### src/rtl/hw_semaphore_bank.sv
module hw_semaphore_bank #(
  parameter int NUM_SEM  = 6,
  parameter int NUM_CORE = 2,
  parameter int CID_W    = 4,
  parameter int PID_W    = 8,
  parameter int KEY_W    = 16,
  parameter int ADDR_W   = 6,
  parameter int DATA_W   = 32
) (
  input  logic              clk,
  input  logic              rst_n,
  input  logic              bus_en,
  input  logic              bus_we,
  input  logic [ADDR_W-1:0] bus_addr,
  input  logic [DATA_W-1:0] bus_wdata,
  input  logic [CID_W-1:0]  bus_master,
  output logic [DATA_W-1:0] bus_rdata,
  output logic [NUM_CORE-1:0] irq
);
  localparam int LOCK_BIT = DATA_W - 1;
  localparam int CID_LO   = PID_W;
  localparam int CID_HI   = PID_W + CID_W - 1;
  localparam int KEY_LO   = DATA_W - KEY_W;
  localparam logic [2:0] GRP_LOCK  = 3'd0;
  localparam logic [2:0] GRP_RLOCK = 3'd1;
  localparam logic [2:0] GRP_IRQ   = 3'd2;
  localparam logic [ADDR_W-1:0] CLR_ADDR = ADDR_W'(24);
  localparam logic [ADDR_W-1:0] KEY_ADDR = ADDR_W'(25);

  logic [NUM_SEM-1:0] lock_q;
  logic [CID_W-1:0]   cid_q [NUM_SEM];
  logic [PID_W-1:0]   pid_q [NUM_SEM];
  logic [NUM_SEM-1:0] ier_q [NUM_CORE];
  logic [NUM_SEM-1:0] isr_q [NUM_CORE];
  logic [KEY_W-1:0]   key_q;

  logic [2:0] grp, idx;
  assign grp = bus_addr[5:3];
  assign idx = bus_addr[2:0];

  logic             w_lock;
  logic [CID_W-1:0] w_cid;
  logic [PID_W-1:0] w_pid;
  logic [KEY_W-1:0] w_key;
  assign w_lock = bus_wdata[LOCK_BIT];
  assign w_cid  = bus_wdata[CID_HI:CID_LO];
  assign w_pid  = bus_wdata[PID_W-1:0];
  assign w_key  = bus_wdata[DATA_W-1:KEY_LO];

  logic lock_wr, rlock_rd, clr_wr, key_wr, irq_acc;
  assign lock_wr  = bus_en && bus_we  && grp == GRP_LOCK;
  assign rlock_rd = bus_en && !bus_we && grp == GRP_RLOCK;
  assign clr_wr   = bus_en && bus_we  && bus_addr == CLR_ADDR;
  assign key_wr   = bus_en && bus_we  && bus_addr == KEY_ADDR;
  assign irq_acc  = bus_en && grp == GRP_IRQ;

  function automatic logic [DATA_W-1:0] pack(logic l, logic [CID_W-1:0] c, logic [PID_W-1:0] p);
    logic [DATA_W-1:0] w;
    w = '0;
    w[LOCK_BIT] = l;
    w[CID_HI:CID_LO] = c;
    w[PID_W-1:0] = p;
    return w;
  endfunction

  logic [NUM_SEM-1:0] take2, take1, rel;
  always_comb begin
    take2 = '0;
    take1 = '0;
    rel   = '0;
    for (int i = 0; i < NUM_SEM; i++) begin
      if (lock_wr && idx == 3'(i)) begin
        if (w_lock && !lock_q[i]) take2[i] = 1'b1;
        if (!w_lock && lock_q[i] && cid_q[i] == w_cid && pid_q[i] == w_pid) rel[i] = 1'b1;
      end
      if (rlock_rd && idx == 3'(i) && !lock_q[i]) take1[i] = 1'b1;
      if (clr_wr && w_key == key_q && lock_q[i] && cid_q[i] == w_cid) rel[i] = 1'b1;
    end
  end

  always_ff @(posedge clk or negedge rst_n) begin
    if (!rst_n) begin
      lock_q <= '0;
      key_q  <= '0;
      for (int i = 0; i < NUM_SEM; i++) begin
        cid_q[i] <= '0;
        pid_q[i] <= '0;
      end
    end else begin
      if (key_wr) key_q <= bus_wdata[KEY_W-1:0];
      for (int i = 0; i < NUM_SEM; i++) begin
        if (take2[i]) begin
          lock_q[i] <= 1'b1;
          cid_q[i]  <= w_cid;
          pid_q[i]  <= w_pid;
        end else if (take1[i]) begin
          lock_q[i] <= 1'b1;
          cid_q[i]  <= bus_master;
          pid_q[i]  <= '0;
        end else if (rel[i]) begin
          lock_q[i] <= 1'b0;
          cid_q[i]  <= '0;
          pid_q[i]  <= '0;
        end
      end
    end
  end

  for (genvar c = 0; c < NUM_CORE; c++) begin : g_core
    logic sel, ier_wr, icr_wr;
    assign sel    = irq_acc && idx[2] == 1'(c);
    assign ier_wr = sel && bus_we && idx[1:0] == 2'd0;
    assign icr_wr = sel && bus_we && idx[1:0] == 2'd1;

    always_ff @(posedge clk or negedge rst_n) begin
      if (!rst_n) begin
        ier_q[c] <= '0;
        isr_q[c] <= '0;
      end else begin
        if (ier_wr) ier_q[c] <= bus_wdata[NUM_SEM-1:0];
        isr_q[c] <= (isr_q[c] & ~(icr_wr ? bus_wdata[NUM_SEM-1:0] : '0)) | (rel & ier_q[c]);
      end
    end

    assign irq[c] = |(isr_q[c] & ier_q[c]);

    for (genvar i = 0; i < NUM_SEM; i++) begin : g_sem
      AST_FREE_FLAGS: assert property (@(posedge clk) disable iff (!rst_n)
        ($fell(lock_q[i]) && ier_q[c][i]) |-> isr_q[c][i]);
    end
  end

  always_comb begin
    bus_rdata = '0;
    if (bus_en && !bus_we) begin
      if (grp == GRP_LOCK && int'(idx) < NUM_SEM)
        bus_rdata = pack(lock_q[idx], cid_q[idx], pid_q[idx]);
      else if (grp == GRP_RLOCK && int'(idx) < NUM_SEM)
        bus_rdata = lock_q[idx] ? pack(1'b1, cid_q[idx], pid_q[idx]) : pack(1'b1, bus_master, '0);
      else if (grp == GRP_IRQ && int'(idx[2]) < NUM_CORE) begin
        if (idx[1:0] == 2'd0) bus_rdata = DATA_W'(ier_q[idx[2]]);
        else if (idx[1:0] == 2'd2) bus_rdata = DATA_W'(isr_q[idx[2]]);
      end else if (bus_addr == KEY_ADDR)
        bus_rdata = DATA_W'(key_q);
    end
  end

  for (genvar i = 0; i < NUM_SEM; i++) begin : g_chk
    AST_HELD_OWNER_KEPT: assert property (@(posedge clk) disable iff (!rst_n)
      (lock_q[i] && lock_wr && idx == 3'(i) && w_lock) |=> (lock_q[i] && $stable(cid_q[i]) && $stable(pid_q[i])));
    AST_READ_LOCK_TAKES: assert property (@(posedge clk) disable iff (!rst_n)
      (!lock_q[i] && rlock_rd && idx == 3'(i)) |=> (lock_q[i] && cid_q[i] == $past(bus_master) && pid_q[i] == '0));
    AST_FOREIGN_RELEASE_IGNORED: assert property (@(posedge clk) disable iff (!rst_n)
      (lock_q[i] && lock_wr && idx == 3'(i) && !w_lock && (cid_q[i] != w_cid || pid_q[i] != w_pid) && !clr_wr) |=> lock_q[i]);
    AST_FREE_IS_ZERO: assert property (@(posedge clk) disable iff (!rst_n)
      !lock_q[i] |-> (cid_q[i] == '0 && pid_q[i] == '0));
  end

  AST_BAD_KEY_NO_CHANGE: assert property (@(posedge clk) disable iff (!rst_n)
    (clr_wr && w_key != key_q) |=> $stable(lock_q));
endmodule

### config.mk
export PLATFORM = sky130hd
export DESIGN_NAME = hw_semaphore_bank
export DESIGN_NICKNAME = d
export VERILOG_FILES = /design/src/rtl/hw_semaphore_bank.sv
export SDC_FILE = /design/constraint.sdc
export NUM_CORES = 1
export LEC_CHECK = 0
export ABC_AREA = 1
export BUFFER_PORTS_ARGS = -buffer_cell sky130_fd_sc_hd__buf_2
export CORE_ASPECT_RATIO = 1.4
export CORE_MARGIN = 4
export CORE_UTILIZATION = 32
export CTS_BUF_LIST = sky130_fd_sc_hd__clkbuf_8 sky130_fd_sc_hd__clkbuf_16
export CTS_CLUSTER_DIAMETER = 80
export DETAILED_ROUTE_END_ITERATION = 7
export SLEW_MARGIN = 25
export SYNTH_ARGS = -nofsm -noshare
export SYNTH_HDL_FRONTEND = slang
export SYNTH_SLANG_ARGS = --single-unit
### constraint.sdc
create_clock -name clk -period 1.82 [get_ports clk]
set_input_delay 0.182 -clock clk [delete_from_list [all_inputs] [get_ports clk]]
set_output_delay 0.182 -clock clk [all_outputs]
set_load 0.05 [all_outputs]
## Word level (Yosys, flattened, before mapping)

Cells that the tools add are included.

| operators by class | value |
|---|---|
| bitwise operators | 13 |
| equality and inequality tests | 24 |
| mux-type cells | 114 |
| order comparisons | 4 |
| reductions and logical operators | 91 |

Operators with widths:

| operator | count |
|---|---|
| two-way mux 8 bit | 20 |
| two-way mux 32 bit | 4 |
| two-way mux 4 bit | 20 |
| logical AND 1 bit | 72 |
| two-way mux 6 bit | 10 |
| two-way mux 1 bit | 55 |
| equality test 8 bit | 6 |
| bitwise AND 6 bit | 6 |
| binary-select mux 8 bit (select 3 bit) | 1 |
| equality test 4 bit | 6 |
| nonzero test 3 bit | 6 |
| equality test 16 bit | 1 |
| two-way mux 16 bit | 1 |
| binary-select mux 4 bit (select 3 bit) | 1 |
| equality test 6 x 5 -> 1 bit, second input constant | 2 |
| two-way mux 12 bit | 1 |
| inverter 6 bit | 2 |
| bitwise OR 6 bit | 2 |
| OR reduction 6 bit | 2 |
| equality test 3 x 2 -> 1 bit, second input constant | 3 |
| zero test 1 bit | 8 |
| equality test 3 x 1 -> 1 bit, second input constant | 2 |
| equality test 3 bit, second input constant | 2 |
| zero test 3 bit | 2 |
| other kinds (11) | 11 |

| storage, ports and cells | value |
|---|---|
| register bits | 118 |
| bits of input ports | 46 |
| output and inout bits | 34 |
| word-level logic and storage cells | 269 |

## Depth between registers and ports, before layout

| logic depth | value |
|---|---|
| depth in word-level cells | 10 |
| mapped depth | 14 |

## Least setup slack after synthesis

Ideal clock, no wire load.

| timing | value |
|---|---|
| kind | in2out |
| start point | input port bus_addr[1] |
| end point | output port bus_rdata[6] |
| cell stages on the path | 10 |
| required time | 1638 ps |
| data arrival time | 1936 ps |
| buffers on the path | 2 |
| path slack | -298 ps |
| cell sequence | buf_6 > clkinv_4 > nand2_4 > nor2_4 > inv_2 > o21a_1 > nand2_1 > buf_4 > nand3_1 > a21oi_1 |

| between the ends | value |
|---|---|
| longest elaborated chain between the ends | 8 |

RTL lines:

| element | RTL line | source |
|---|---|---|
| from (decl) | 14 | `input logic [ADDR_W-1:0] bus_addr,` |
| inverter 3 -> 4 bit (implied by the code) | 137, 139 |  |
| binary-select mux 8 bit (select 3 bit) | 137, 139 |  |
| two-way mux 8 bit (implied by the code) (2 in a row) | 137, 139 |  |
| two-way mux 12 bit | 139 | `bus_rdata = lock_q[idx] ? pack(1'b1, cid_q[idx], pid_q[idx]) : pack(1'b1, bus_master, '0);` |
| two-way mux 32 bit | 138 | `else if (grp == GRP_RLOCK && int'(idx) < NUM_SEM)` |
| two-way mux 32 bit (*) | 136 | `if (grp == GRP_LOCK && int'(idx) < NUM_SEM)` |
| two-way mux 32 bit (*) | 135 | `if (bus_en && !bus_we) begin` |
| to (decl) | 17 | `output logic [DATA_W-1:0] bus_rdata,` |

Every way passes the cells marked *; elsewhere a longest branch is shown, timed or not. The select of a mux whose other input is x is not followed.

## Worst setup path in the final report

| timing | value |
|---|---|
| start point | register lock_q[3] |
| end point | output port bus_rdata[2] |

| between the ends | value |
|---|---|
| longest elaborated chain between the ends | 6 |

RTL lines:

| element | RTL line | source |
|---|---|---|
| from (decl) | 30 | `logic [NUM_SEM-1:0] lock_q;` |
| from (signal assigned) | 83 | `lock_q <= '0;` |
| from (signal, indexed assignment) | 93 | `lock_q[i] <= 1'b1;` |
| from (signal, indexed assignment) | 97 | `lock_q[i] <= 1'b1;` |
| binary-select mux 1 bit (select 3 bit) | 139 |  |
| two-way mux 1 bit (implied by the code) | 139 |  |
| two-way mux 12 bit | 139 |  |
| two-way mux 32 bit | 138 |  |
| two-way mux 32 bit | 136 |  |
| two-way mux 32 bit | 135 |  |

Every way passes these cells. The select of a mux whose other input is x is not followed.

==> summary.txt <==
Yosys
  • Yosys cell types: 41
  • Synth area leader: dfrtp_1
  • Syn Inst Count: 1295
  • Async S/R FF share, synth: 100%
  • Post-synthesis xor/xnor area fraction: 2.67%
  • Synth top area share: 34.6%
  • Synth area leaders: dfrtp_1, nand2_1, inv_1
  • Simple-gate area share of the yosys netlist: 38.1%
  • Combinational family with the most area after synthesis: simple AND/OR/NAND/NOR gates
  • Register area share after synthesis: 34.6%
  • FF+latch count, synth: 118
  • Compound-Gate Fraction of Synth Area: 11.7%
  • Ys flop type: dfrtp_1
  • Post-Syn Area: 8520 sq um
  • Post-synth EDFFs: 0
  • Post-synthesis mux area share: 0.132%
  • Mean Syn Cell Area: 6.58 sq um
  • Adder-Cell Fraction of Synth Area: 0%
  • List of most frequent post-synthesis cells: nand2_1, inv_1, dfrtp_1
  • Cell with the most instances after synthesis: nand2_1
  • Warnings from Yosys: 0

Final layout
  • Antenna Cells: 0
  • Post-Layout Cell Count: 1841
  • Final core occ: 43.2%
  • Area delta synth->final: 32.7%
  • Number of fill cells: 2694
  • Final instance area: 11300 sq um
  • Fin nets: 1555
  • Share of cells above drive strength 1: 26.0%

Worst setup path
  • Buffer and inverter count on the worst path: 4
  • Critical Path, Cell by Cell: inv_2 > o22ai_4 > o21ai_2 > nand2_2 > buf_12 > buf_4 > a21oi_4 > nor2_2 > buf_6
  • WP data arrival: 1.97 ns
  • Crit Path Max Fanout: 13
  • Kind of critical path: reg -> out
  • Reg2reg end: pid_q[18]
  • Worst path slowest cell: dfrtp_1
  • Worst Path Required: 1.64 ns
  • Crit path largest cell delay: 0.38 ns
  • Crit path max-delay family: buffers and inverters
  • CP Capture Type: output port
  • Crit path launch type: register
  • Worst reg-to-reg path cell count: 7
  • Reg2reg start: lock_q[3]
  • R2R Setup Slk: 0.06 ns

Floorplan
  • Core Area: 26200 sq um
  • Die span in y: 201 um
  • I/O pin count: 80
  • DIE WIDTH: 146 um
  • Initial Util: 32.5%
  • Die Area: 29300 sq um
  • Rows: 70

Global routing
  • Number of global-route vias before repair: 9418
  • Tot GR Track Use: 22.8%
  • First-pass GRT wire length: 52.4 mm
  • Initial antenna violation count: 0
  • GRT overflow: 0
  • Pin count of the biggest net entering global routing: 39

Detailed routing
  • DRC: 0
  • Met3 WL post-DR: 1.76 mm
  • DR top layer: met4
  • DRT iter0 DRCs: 674
  • WL/cell: 18.4 um
  • Via density: 5.14
  • Detail Route Antenna Nets: 0
  • Total number of vias: 9467
  • Post-Route WL: 33.9 mm
  • DRT Pass-1 Iters: 5
  • Met2 WL: 17.2 mm
  • M1 WL: 12.7 mm

Job
  • Max-Cap Viols: 0

STA
  • Max-slew headroom: 45.4%
  • Post-layout min period: 2.15 ns
  • Tightest Pin Transition: 0.818 ns
  • Final WS setup: -0.328 ns
  • Worst Hold Margin: 0.0158 ns
  • FMAX: 0.466 GHz
  • Fin. Hold Viols: 0
  • RSZ-0062 raised after global routing: true
  • Final Skew: 0.0107 ns
  • Max Slew Vio Count: 0
  • Tcrit/Tclk final: 118%
  • Final setup viols: 13
  • Sum Neg Setup Slack: -2.94 ns

Status
  • Violated checks: negative setup slack
  • Run status: finished with violations

Place
  • Place WS: -0.188 ns
  • Hpwl dp: 26.7 mm
  • DP Cell Count: 1798
  • Port Buffers: 64
  • Post-DP Area: 10300 sq um
  • Gpl congestion: 1.02

Clocking
  • Num CTS Buffers: 17
  • Reg clk slew, reported paths: 0.06 ns
  • Clk root buf: clkbuf_16
  • Clk buf depth: 2
  • Clk_lat worst skew: 0.43 ns
  • CTS tree: built
  • H-tree Lvls: 4
  • Clock sink total: 118

Power
  • Static leakage: 5.74 nW
  • Power per cell area: 666 nW/um^2
  • Max IR drop VDD: 0.475 mV
  • Total power: 7.53 mW

Hold path
  • Hold endpoint: key_q[14]
  • Hold Crit Class: in -> reg
  • Hold Crit Start: bus_wdata[14]
  • Hold Crit Depth: 3
kinds of logic after synthesis:
| logic type | count (synthesis) |
|---|---|
| and+or+nand+nor | 732 |
| buffers and inverters | 241 |
| AOI/OAI and AO/OA | 176 |
| DFF | 118 |
| xor gates and xnor gates | 26 |
| muxes | 1 |
| other | 1 |
cells in the final DEF, fill, tap and decap left out, types with 18 or more instances in the layout:
| cell | n |
|---|---|
| a21oi_1 | 22 |
| buf_2 | 45 |
| buf_4 | 172 |
| clkbuf_16 | 18 |
| dfrtp_1 | 117 |
| inv_1 | 144 |
| inv_2 | 28 |
| nand2_1 | 425 |
| nand3_1 | 95 |
| nand4_1 | 55 |
| nor2_1 | 79 |
| nor2_2 | 20 |
| o21ai_0 | 71 |
| o21ai_1 | 18 |
| o22ai_1 | 22 |
| xnor2_1 | 23 |
worst max path at each step:
stage	from	depth (start not counted)	to
final	lock_q[3]	9	bus_rdata[2]
after global routing	lock_q[3]	9	bus_rdata[2]
after CTS	lock_q[3]	8	bus_rdata[31]
after global placement	bus_addr[1]	11	bus_rdata[7]
after floorplan	bus_addr[1]	10	bus_rdata[6]
after detailed placement	bus_addr[1]	11	bus_rdata[7]
routing by layer:
metal / GRT usage (%) / vias up
met3: 3.60 / 113
met2: 41.0 / 407
li1: - / 4561
met4: 14.0 / 0
met1: 25.1 / 4386
met5: 0 / -
power by group:
part           switching, mW  internal (mW)  total (mW)
Combinational          0.885          0.574        1.46
Sequential             0.118           2.75        2.86
Clock                   1.20           2.01        3.21
registers in the layout (all words and copies together) (netlist names):
signal and cells:
lock_q 6, ier_q 12, key_q 16, isr_q 12, cid_q 24, pid_q 48
tightest hold or removal path, delay by kind of cell:
family	cells	cell delay [ns]
buffers and inverters	1	0.08
AND/OR/NAND/NOR	1	0.03
AO/OA/AOI/OAI	1	0.11
layout make-up:
class / count / area (sq um) / area share [%]
clock buffers: 22 / 494 / 4.37
clock inverters: 5 / 51.3 / 0.454
inverters: 174 / 658 / 5.82
multi-input cells: 950 / 4750 / 42.0
flip-flops and latches: 118 / 2950 / 26.1
well taps: 324 / 405 / 3.59
repair buffers: 248 / 1990 / 17.6
timing repair:
| action | in CTS | in global routing |
|---|---|---|
| endpoints found under the hold margin | 23 | 0 |
| hold buffers | 2 | 0 |
| setup endpoints to repair | 18 | 88 |
| setup buffers | 7 | 7 |
| resized for setup | 49 | 52 |
| cloned | 0 | 1 |
| pin swaps | 7 | 14 |
(Power assumes the default switching activity.)
